--- src/rtl/gamma_lut_pkg.sv ---
package gamma_lut_pkg;

  // data word geometry
  localparam int CH_W     = 16;
  localparam int HI_W     = 10;
  localparam int LO_W     = CH_W - HI_W;
  localparam int R_HI_LSB = 20;
  localparam int G_HI_LSB = 10;
  localparam int B_HI_LSB = 0;
  localparam int R_LO_LSB = 24;
  localparam int G_LO_LSB = 14;
  localparam int B_LO_LSB = 4;
  localparam int USED_W   = R_LO_LSB + LO_W;
  localparam int AUTO_BIT = 15;
  localparam int SLOT_W   = 9;
  localparam int ADDR_W   = 3;
  localparam int N_CH     = 3;
  localparam int N_PORT   = 2;

  localparam logic [ADDR_W-1:0] REG_MAIN_IDX  = 3'd0;
  localparam logic [ADDR_W-1:0] REG_MAIN_DATA = 3'd1;
  localparam logic [ADDR_W-1:0] REG_SF_IDX    = 3'd2;
  localparam logic [ADDR_W-1:0] REG_SF_DATA   = 3'd3;
  localparam logic [ADDR_W-1:0] REG_MAX_R     = 3'd4;
  localparam logic [ADDR_W-1:0] REG_MAX_G     = 3'd5;
  localparam logic [ADDR_W-1:0] REG_MAX_B     = 3'd6;

  typedef enum logic [1:0] {
    SEG_SUPERFINE = 2'd0,
    SEG_FINE      = 2'd1,
    SEG_COARSE    = 2'd2
  } seg_e;

  // control -> datapath strobes
  typedef struct packed {
    logic [N_PORT-1:0] holdLoad;   // capture first word, per port
    logic              commit;     // second word: emit entry
    logic              commitSrc;  // 0 main port, 1 superfine port
    seg_e              seg;
    logic [SLOT_W-1:0] slot;
    logic [N_CH-1:0]   maxLoad;    // red, green, blue
  } strobe_t;

endpackage

--- src/rtl/gamma_port_ctrl.sv ---
module gamma_port_ctrl
  import gamma_lut_pkg::*;
#(
  parameter int FINE_N   = 256,
  parameter int COARSE_N = 256,
  parameter int SF_N     = 9
) (
  input  logic                          clk,
  input  logic                          rstN,
  input  logic                          wrEn,
  input  logic [ADDR_W-1:0]             wrAddr,
  input  logic [$clog2(FINE_N+COARSE_N)-1:0] idxMain,
  input  logic [$clog2(SF_N+1)-1:0]     idxSf,
  input  logic                          idxAuto,
  output strobe_t                       strobe
);

  localparam int MAIN_N = FINE_N + COARSE_N;
  localparam int MAIN_W = $clog2(MAIN_N);
  localparam int SF_W   = $clog2(SF_N + 1);

  logic [MAIN_W-1:0] mainPtr;
  logic              mainAuto;
  logic              mainOdd;
  logic [SF_W-1:0]   sfPtr;
  logic              sfAuto;
  logic              sfOdd;

  logic isMainData, isSfData, sfInRange;

  assign isMainData = wrEn && (wrAddr == REG_MAIN_DATA);
  assign isSfData   = wrEn && (wrAddr == REG_SF_DATA);
  assign sfInRange  = sfPtr < SF_W'(SF_N);

  always_ff @(posedge clk or negedge rstN) begin
    if (!rstN) begin
      mainPtr  <= '0;
      mainAuto <= 1'b0;
      mainOdd  <= 1'b0;
      sfPtr    <= '0;
      sfAuto   <= 1'b0;
      sfOdd    <= 1'b0;
    end else if (wrEn) begin
      case (wrAddr)
        REG_MAIN_IDX: begin
          mainPtr  <= idxMain;
          mainAuto <= idxAuto;
          mainOdd  <= 1'b0;
        end
        REG_MAIN_DATA: begin
          mainOdd <= !mainOdd;
          if (mainOdd && mainAuto)
            mainPtr <= (mainPtr == MAIN_W'(MAIN_N - 1)) ? '0 : mainPtr + MAIN_W'(1);
        end
        REG_SF_IDX: begin
          sfPtr  <= idxSf;
          sfAuto <= idxAuto;
          sfOdd  <= 1'b0;
        end
        REG_SF_DATA: begin
          sfOdd <= !sfOdd;
          if (sfOdd && sfAuto && sfInRange)
            sfPtr <= sfPtr + SF_W'(1);
        end
        default: ;
      endcase
    end
  end

  always_comb begin
    strobe             = '0;
    strobe.holdLoad[0] = isMainData && !mainOdd;
    strobe.holdLoad[1] = isSfData && !sfOdd;
    if (isMainData && mainOdd) begin
      strobe.commit    = 1'b1;
      strobe.commitSrc = 1'b0;
      if (mainPtr < MAIN_W'(FINE_N)) begin
        strobe.seg  = SEG_FINE;
        strobe.slot = SLOT_W'(mainPtr) + SLOT_W'(1);
      end else begin
        strobe.seg  = SEG_COARSE;
        strobe.slot = SLOT_W'(mainPtr - MAIN_W'(FINE_N));
      end
    end
    if (isSfData && sfOdd && sfInRange) begin
      strobe.commit    = 1'b1;
      strobe.commitSrc = 1'b1;
      strobe.seg       = SEG_SUPERFINE;
      strobe.slot      = SLOT_W'(sfPtr);
    end
    strobe.maxLoad[0] = wrEn && (wrAddr == REG_MAX_R);
    strobe.maxLoad[1] = wrEn && (wrAddr == REG_MAX_G);
    strobe.maxLoad[2] = wrEn && (wrAddr == REG_MAX_B);
  end

endmodule

--- src/rtl/gamma_port_dp.sv ---
module gamma_port_dp
  import gamma_lut_pkg::*;
(
  input  logic              clk,
  input  logic              rstN,
  input  logic [USED_W-1:0] wrBits,
  input  strobe_t           strobe,
  output logic              lutWrEn,
  output logic [1:0]        lutSeg,
  output logic [SLOT_W-1:0] lutSlot,
  output logic [CH_W-1:0]   lutRed,
  output logic [CH_W-1:0]   lutGreen,
  output logic [CH_W-1:0]   lutBlue,
  output logic [CH_W-1:0]   maxRed,
  output logic [CH_W-1:0]   maxGreen,
  output logic [CH_W-1:0]   maxBlue
);

  localparam int HOLD_W = N_CH * HI_W;

  // one held first word per port
  for (genvar g = 0; g < N_PORT; g++) begin : gHold
    logic [HOLD_W-1:0] q;
    always_ff @(posedge clk or negedge rstN) begin
      if (!rstN)                 q <= '0;
      else if (strobe.holdLoad[g]) q <= {wrBits[R_HI_LSB +: HI_W],
                                         wrBits[G_HI_LSB +: HI_W],
                                         wrBits[B_HI_LSB +: HI_W]};
    end
  end

  logic [HOLD_W-1:0] heldHi;
  assign heldHi = strobe.commitSrc ? gHold[1].q : gHold[0].q;

  always_ff @(posedge clk or negedge rstN) begin
    if (!rstN) begin
      lutWrEn  <= 1'b0;
      lutSeg   <= '0;
      lutSlot  <= '0;
      lutRed   <= '0;
      lutGreen <= '0;
      lutBlue  <= '0;
    end else begin
      lutWrEn <= strobe.commit;
      if (strobe.commit) begin
        lutSeg   <= strobe.seg;
        lutSlot  <= strobe.slot;
        lutRed   <= {heldHi[2*HI_W +: HI_W], wrBits[R_LO_LSB +: LO_W]};
        lutGreen <= {heldHi[HI_W +: HI_W],   wrBits[G_LO_LSB +: LO_W]};
        lutBlue  <= {heldHi[0 +: HI_W],      wrBits[B_LO_LSB +: LO_W]};
      end
    end
  end

  // end-point registers, one per channel
  for (genvar c = 0; c < N_CH; c++) begin : gMax
    logic [CH_W-1:0] q;
    always_ff @(posedge clk or negedge rstN) begin
      if (!rstN)                q <= '0;
      else if (strobe.maxLoad[c]) q <= wrBits[CH_W-1:0];
    end
  end

  assign maxRed   = gMax[0].q;
  assign maxGreen = gMax[1].q;
  assign maxBlue  = gMax[2].q;

endmodule

--- src/rtl/gamma_lut_port.sv ---
module gamma_lut_port
  import gamma_lut_pkg::*;
#(
  parameter int FINE_N   = 256,
  parameter int COARSE_N = 256,
  parameter int SF_N     = 9
) (
  input  logic              clk,
  input  logic              rstN,
  input  logic              wrEn,
  input  logic [ADDR_W-1:0] wrAddr,
  input  logic [31:0]       wrData,
  output logic              lutWrEn,
  output logic [1:0]        lutSeg,
  output logic [SLOT_W-1:0] lutSlot,
  output logic [CH_W-1:0]   lutRed,
  output logic [CH_W-1:0]   lutGreen,
  output logic [CH_W-1:0]   lutBlue,
  output logic [CH_W-1:0]   maxRed,
  output logic [CH_W-1:0]   maxGreen,
  output logic [CH_W-1:0]   maxBlue
);

  localparam int MAIN_W = $clog2(FINE_N + COARSE_N);
  localparam int SF_W   = $clog2(SF_N + 1);

  strobe_t strobe;
  logic    unusedTopBits;
  assign unusedTopBits = ^wrData[31:USED_W];

  gamma_port_ctrl #(
    .FINE_N  (FINE_N),
    .COARSE_N(COARSE_N),
    .SF_N    (SF_N)
  ) i_ctrl (
    .clk    (clk),
    .rstN   (rstN),
    .wrEn   (wrEn),
    .wrAddr (wrAddr),
    .idxMain(wrData[MAIN_W-1:0]),
    .idxSf  (wrData[SF_W-1:0]),
    .idxAuto(wrData[AUTO_BIT]),
    .strobe (strobe)
  );

  gamma_port_dp i_dp (
    .clk     (clk),
    .rstN    (rstN),
    .wrBits  (wrData[USED_W-1:0]),
    .strobe  (strobe),
    .lutWrEn (lutWrEn),
    .lutSeg  (lutSeg),
    .lutSlot (lutSlot),
    .lutRed  (lutRed),
    .lutGreen(lutGreen),
    .lutBlue (lutBlue),
    .maxRed  (maxRed),
    .maxGreen(maxGreen),
    .maxBlue (maxBlue)
  );

endmodule

--- config.mk ---
export PLATFORM = sky130hd
export DESIGN_NAME = gamma_lut_port
export DESIGN_NICKNAME = d
export VERILOG_FILES = /design/src/rtl/gamma_lut_pkg.sv /design/src/rtl/gamma_port_ctrl.sv /design/src/rtl/gamma_port_dp.sv /design/src/rtl/gamma_lut_port.sv
export SDC_FILE = /design/constraint.sdc
export NUM_CORES = 1
export LEC_CHECK = 0
export ABC_CLOCK_PERIOD_IN_PS = 5500
export BUFFER_PORTS_ARGS = -buffer_cell sky130_fd_sc_hd__buf_2
export CELL_PAD_IN_SITES_DETAIL_PLACEMENT = 0
export CELL_PAD_IN_SITES_GLOBAL_PLACEMENT = 1
export CORE_MARGIN = 5
export CORE_UTILIZATION = 48
export DETAILED_ROUTE_END_ITERATION = 8
export PLACE_DENSITY = 0.84
export SYNTH_ARGS = -nofsm -noshare
export SYNTH_HDL_FRONTEND = slang
export SYNTH_SLANG_ARGS = --single-unit
export TNS_END_PERCENT = 20
--- constraint.sdc ---
create_clock -name clk -period 5.5 [get_ports clk]
set_clock_uncertainty 0.15 [all_clocks]
set_input_delay 0.825 -clock clk [delete_from_list [all_inputs] [get_ports clk]]
set_output_delay 0.825 -clock clk [all_outputs]
set_load 0.01 [all_outputs]
==> results.md <==
* Crit Path Category: in -> reg
* Die width at 137.1 um
* Hold_buf cts at 0
* DIE AREA at roughly 0.019 mm^2
* Synth top area share at 59.70%
* Final RePlAce weighted congestion at roughly 0.82
* Starting density of the core at roughly half
* Crit-path cells: buf_2 -> nand4b_1 -> a211oi_4 -> nor2_2 -> buf_4 -> inv_2 -> mux2_2
* Die height at about 140 um
* Peak VDD IR at about 230 uV
* Layout area overhead at 18.86%
* Buf/Inv on CP at 3
* Critical path's top delay family: buffers and inverters
* Detailed Route Iter0 Violations at between 200 and 300
* Nets@finish at 751
* CTS Buffer Depth at 2
* Slew HR at ~18%
* Layout cell share with drive strength beyond 1 at between 40% and 50%
* Most common cell in the netlist: dfrtp_1
* HP Class: in -> async
* Global Route Usage Sum at between 20 and 25%
* Period Utilization, post-route at between 50% and 60%
* Sum Neg Setup Slack at 0 ns
* Warnings from Yosys at 0
* DR vias at 5,017
* Initial antenna violation count at 0
* Register area share after synthesis at 59.70%
* Worst path arrival time at 3.03 ns
* Fill cells at 1,328
* Post-synthesis area per instance at 13.53 um^2
* Mapped Area at 0.007755 mm^2
* Lkg Pwr at 4.391 nW
* DR vias/cell at 5.360
* Post-route antenna net violation count at 0
* H-tree levels at 4
* Max incr delay on CP at 0.57 ns
* Min Hold Slack at 0.2535 ns
* Total length of routed met2 wires at 8.580 mm
* Dominant cells by area after synthesis: dfrtp_1, mux2_2, mux2_4
* Most frequent cells after synthesis: dfrtp_1, mux2_2, o21ai_0, inv_1, a22oi_1
* Post-CTS sizing at 0
* Final min period at 2.875 ns
* Synth cell types at 47
* Clock latency on the worst-skew pair at 0.42 ns
* Number of global-route vias before repair at about 5,400
* Total I/O pin count at approximately 150
* Core area at around 0.016 mm^2
* Worst EP required at about 5.7 ns
* Post-CTS Setup Repair Bufs at 0
* Routed wire length at 17.84 mm
* CP max FO at 38
* Worst Tran Pin Value at 1.226 ns
* Routed length per instance at roughly 19 um
* Clock Sinks at ~190
* Synth area leader: dfrtp_1
* Async set-reset flop share out of synthesis at between 90% and 100%
* Number of I/O port buffers at 143
* Detailed placer's ending HPWL at approximately 12 mm
* DR WL met3 at 1.004 mm
* CTS Root Cell: clkbuf_16
* Max-cap viol count at 0
* RSZ-0062 raised after global routing: false
* Final Max Slew Viols at 0
* Slowest cell on the critical path: inv_2
* Largest net degree at the start of global routing at 74
* Post-Synthesis Net Count at slightly above 600
* Residual DRC at 0
* Fmax at 0.3478 GHz
* Top_reg_cell synth: dfrtp_1
* M1 WL at 7.862 mm
* CTS tree: done
* Final Setup Violations at 0
* Total CTS buffers at 17
* Number of flops mapped to enable cells by yosys at 0
* Critical Path Sink Type: register
* Syn Inst Count at 573
* First-pass GRT wire length at just under 30 mm
* GR Overflow Total at 0
* Status: complete, no violations
* Final number of hold-violating endpoints at 0
* Power Density at about 460 mW/mm^2
* FP Rows at 46
* Flops & latches, synth at 185
* Startpoint types: input pin
* Antenna fix cells at 0
* DR pass1 iterations at 4
* Reg clk slew, reported paths at 0.07 ns
* DR top layer: met4
layout by cell type (no fill, tap or decap), types with 3 or more instances in the layout:
cell and instances:
a21o_1 4, a21oi_1 13, a221o_1 3, a22o_1 7, a22oi_1 30, buf_2 142, buf_4 7, bufinv_16 3
clkbuf_16 17, clkinv_2 3, dfrtp_1 185, ha_1 5, inv_1 35, mux2_2 99, mux2_4 29, nand2_1 10
nand3_1 7, nand4b_1 4, nor2_1 16, nor2b_1 3, nor3_1 5, nor3b_1 4, nor4_1 3, o21ai_0 41
o2bb2ai_1 3, xor2_1 5
routing by layer:
metal | track usage [%] | vias up
met3 | 4.743 | 23
met1 | 27.33 | 2563
li1 | - | 2300
met4 | 7.262 | 0
met5 | 0 | -
met2 | 31.66 | 131
per-stage QoR:
step | cells | total power [mW] | worst slack, ns | util (%) | instance area, um^2
CTS | 936 | 4.289 | 2.608 | 58.03 | 9218
detailed placement | 905 | 3.042 | 2.179 | 54.29 | 8625
global route | 936 | 4.487 | 2.487 | 58.03 | 9218
finish | 936 | 4.243 | 2.625 | 58.03 | 9218
floorplan | 573 | 2.567 | 2.932 | - | 7755
global placement | 905 | 2.990 | 2.222 | 54.29 | 8625
registers in the layout (all words and copies together), names as in the netlist, 2 cells and up:
register	count
i_dp.gHold.q	60
i_dp.lutBlue	16
i_dp.lutGreen	16
i_dp.lutRed	16
i_dp.maxBlue	16
i_dp.maxGreen	16
i_dp.maxRed	16
i_ctrl.mainPtr	9
i_dp.lutSlot	9
i_ctrl.sfPtr	4
i_dp.lutSeg	2
final cells by class:
cell class	instances	area (um^2)	area share, %
tap	216	270.3	2.932
clock inverter	11	146.4	1.588
timing repair buffer	150	777.0	8.429
sequential	185	4629	50.22
clock buffer	20	446.7	4.846
multi-input combinational	318	2813	30.51
inverter	36	135.1	1.466
power by group:
part / switching [mW] / total [mW] / internal (mW) / leakage, nW
sequential: 0.242 / 2.01 / 1.77 / 2.24
clock: 0.512 / 1.24 / 0.726 / 0.287
combinational: 0.485 / 0.992 / 0.507 / 1.86
total: 1.24 / 4.24 / 3.00 / 4.39
worst paths after layout:
kind                                                  start                      endpoint  slack, ns  cells after the start
worst max-delay path                              wrAddr[0]    i_dp.lutRed[4]$_DFFE_PN0P_       2.63                      7
worst min-delay path                                   rstN   i_dp.lutBlue[0]$_DFFE_PN0P_       0.25                      1
worst max register to register  i_ctrl.sfPtr[1]$_DFFE_PN0P_    i_dp.lutRed[4]$_DFFE_PN0P_       2.84                      8
worst min register to register  i_dp.lutBlue[1]$_DFFE_PN0P_   i_dp.lutBlue[1]$_DFFE_PN0P_       0.35                      1
max in group asynchronous                              rstN  i_dp.lutGreen[4]$_DFFE_PN0P_       3.79                      2
min in group clk                i_dp.lutBlue[1]$_DFFE_PN0P_   i_dp.lutBlue[1]$_DFFE_PN0P_       0.35                      1
cells by family after synthesis:
kind of cell	Yosys count	share of synthesized area (%)
buf+inv	70	4.421
compound gates	110	9.342
simple gates	67	4.808
xor+xnor	6	0.6776
mux	130	20.25
fa+ha+maj	5	0.8067
flops	185	59.70
Note: power is estimated with default switching activity, not from simulation.
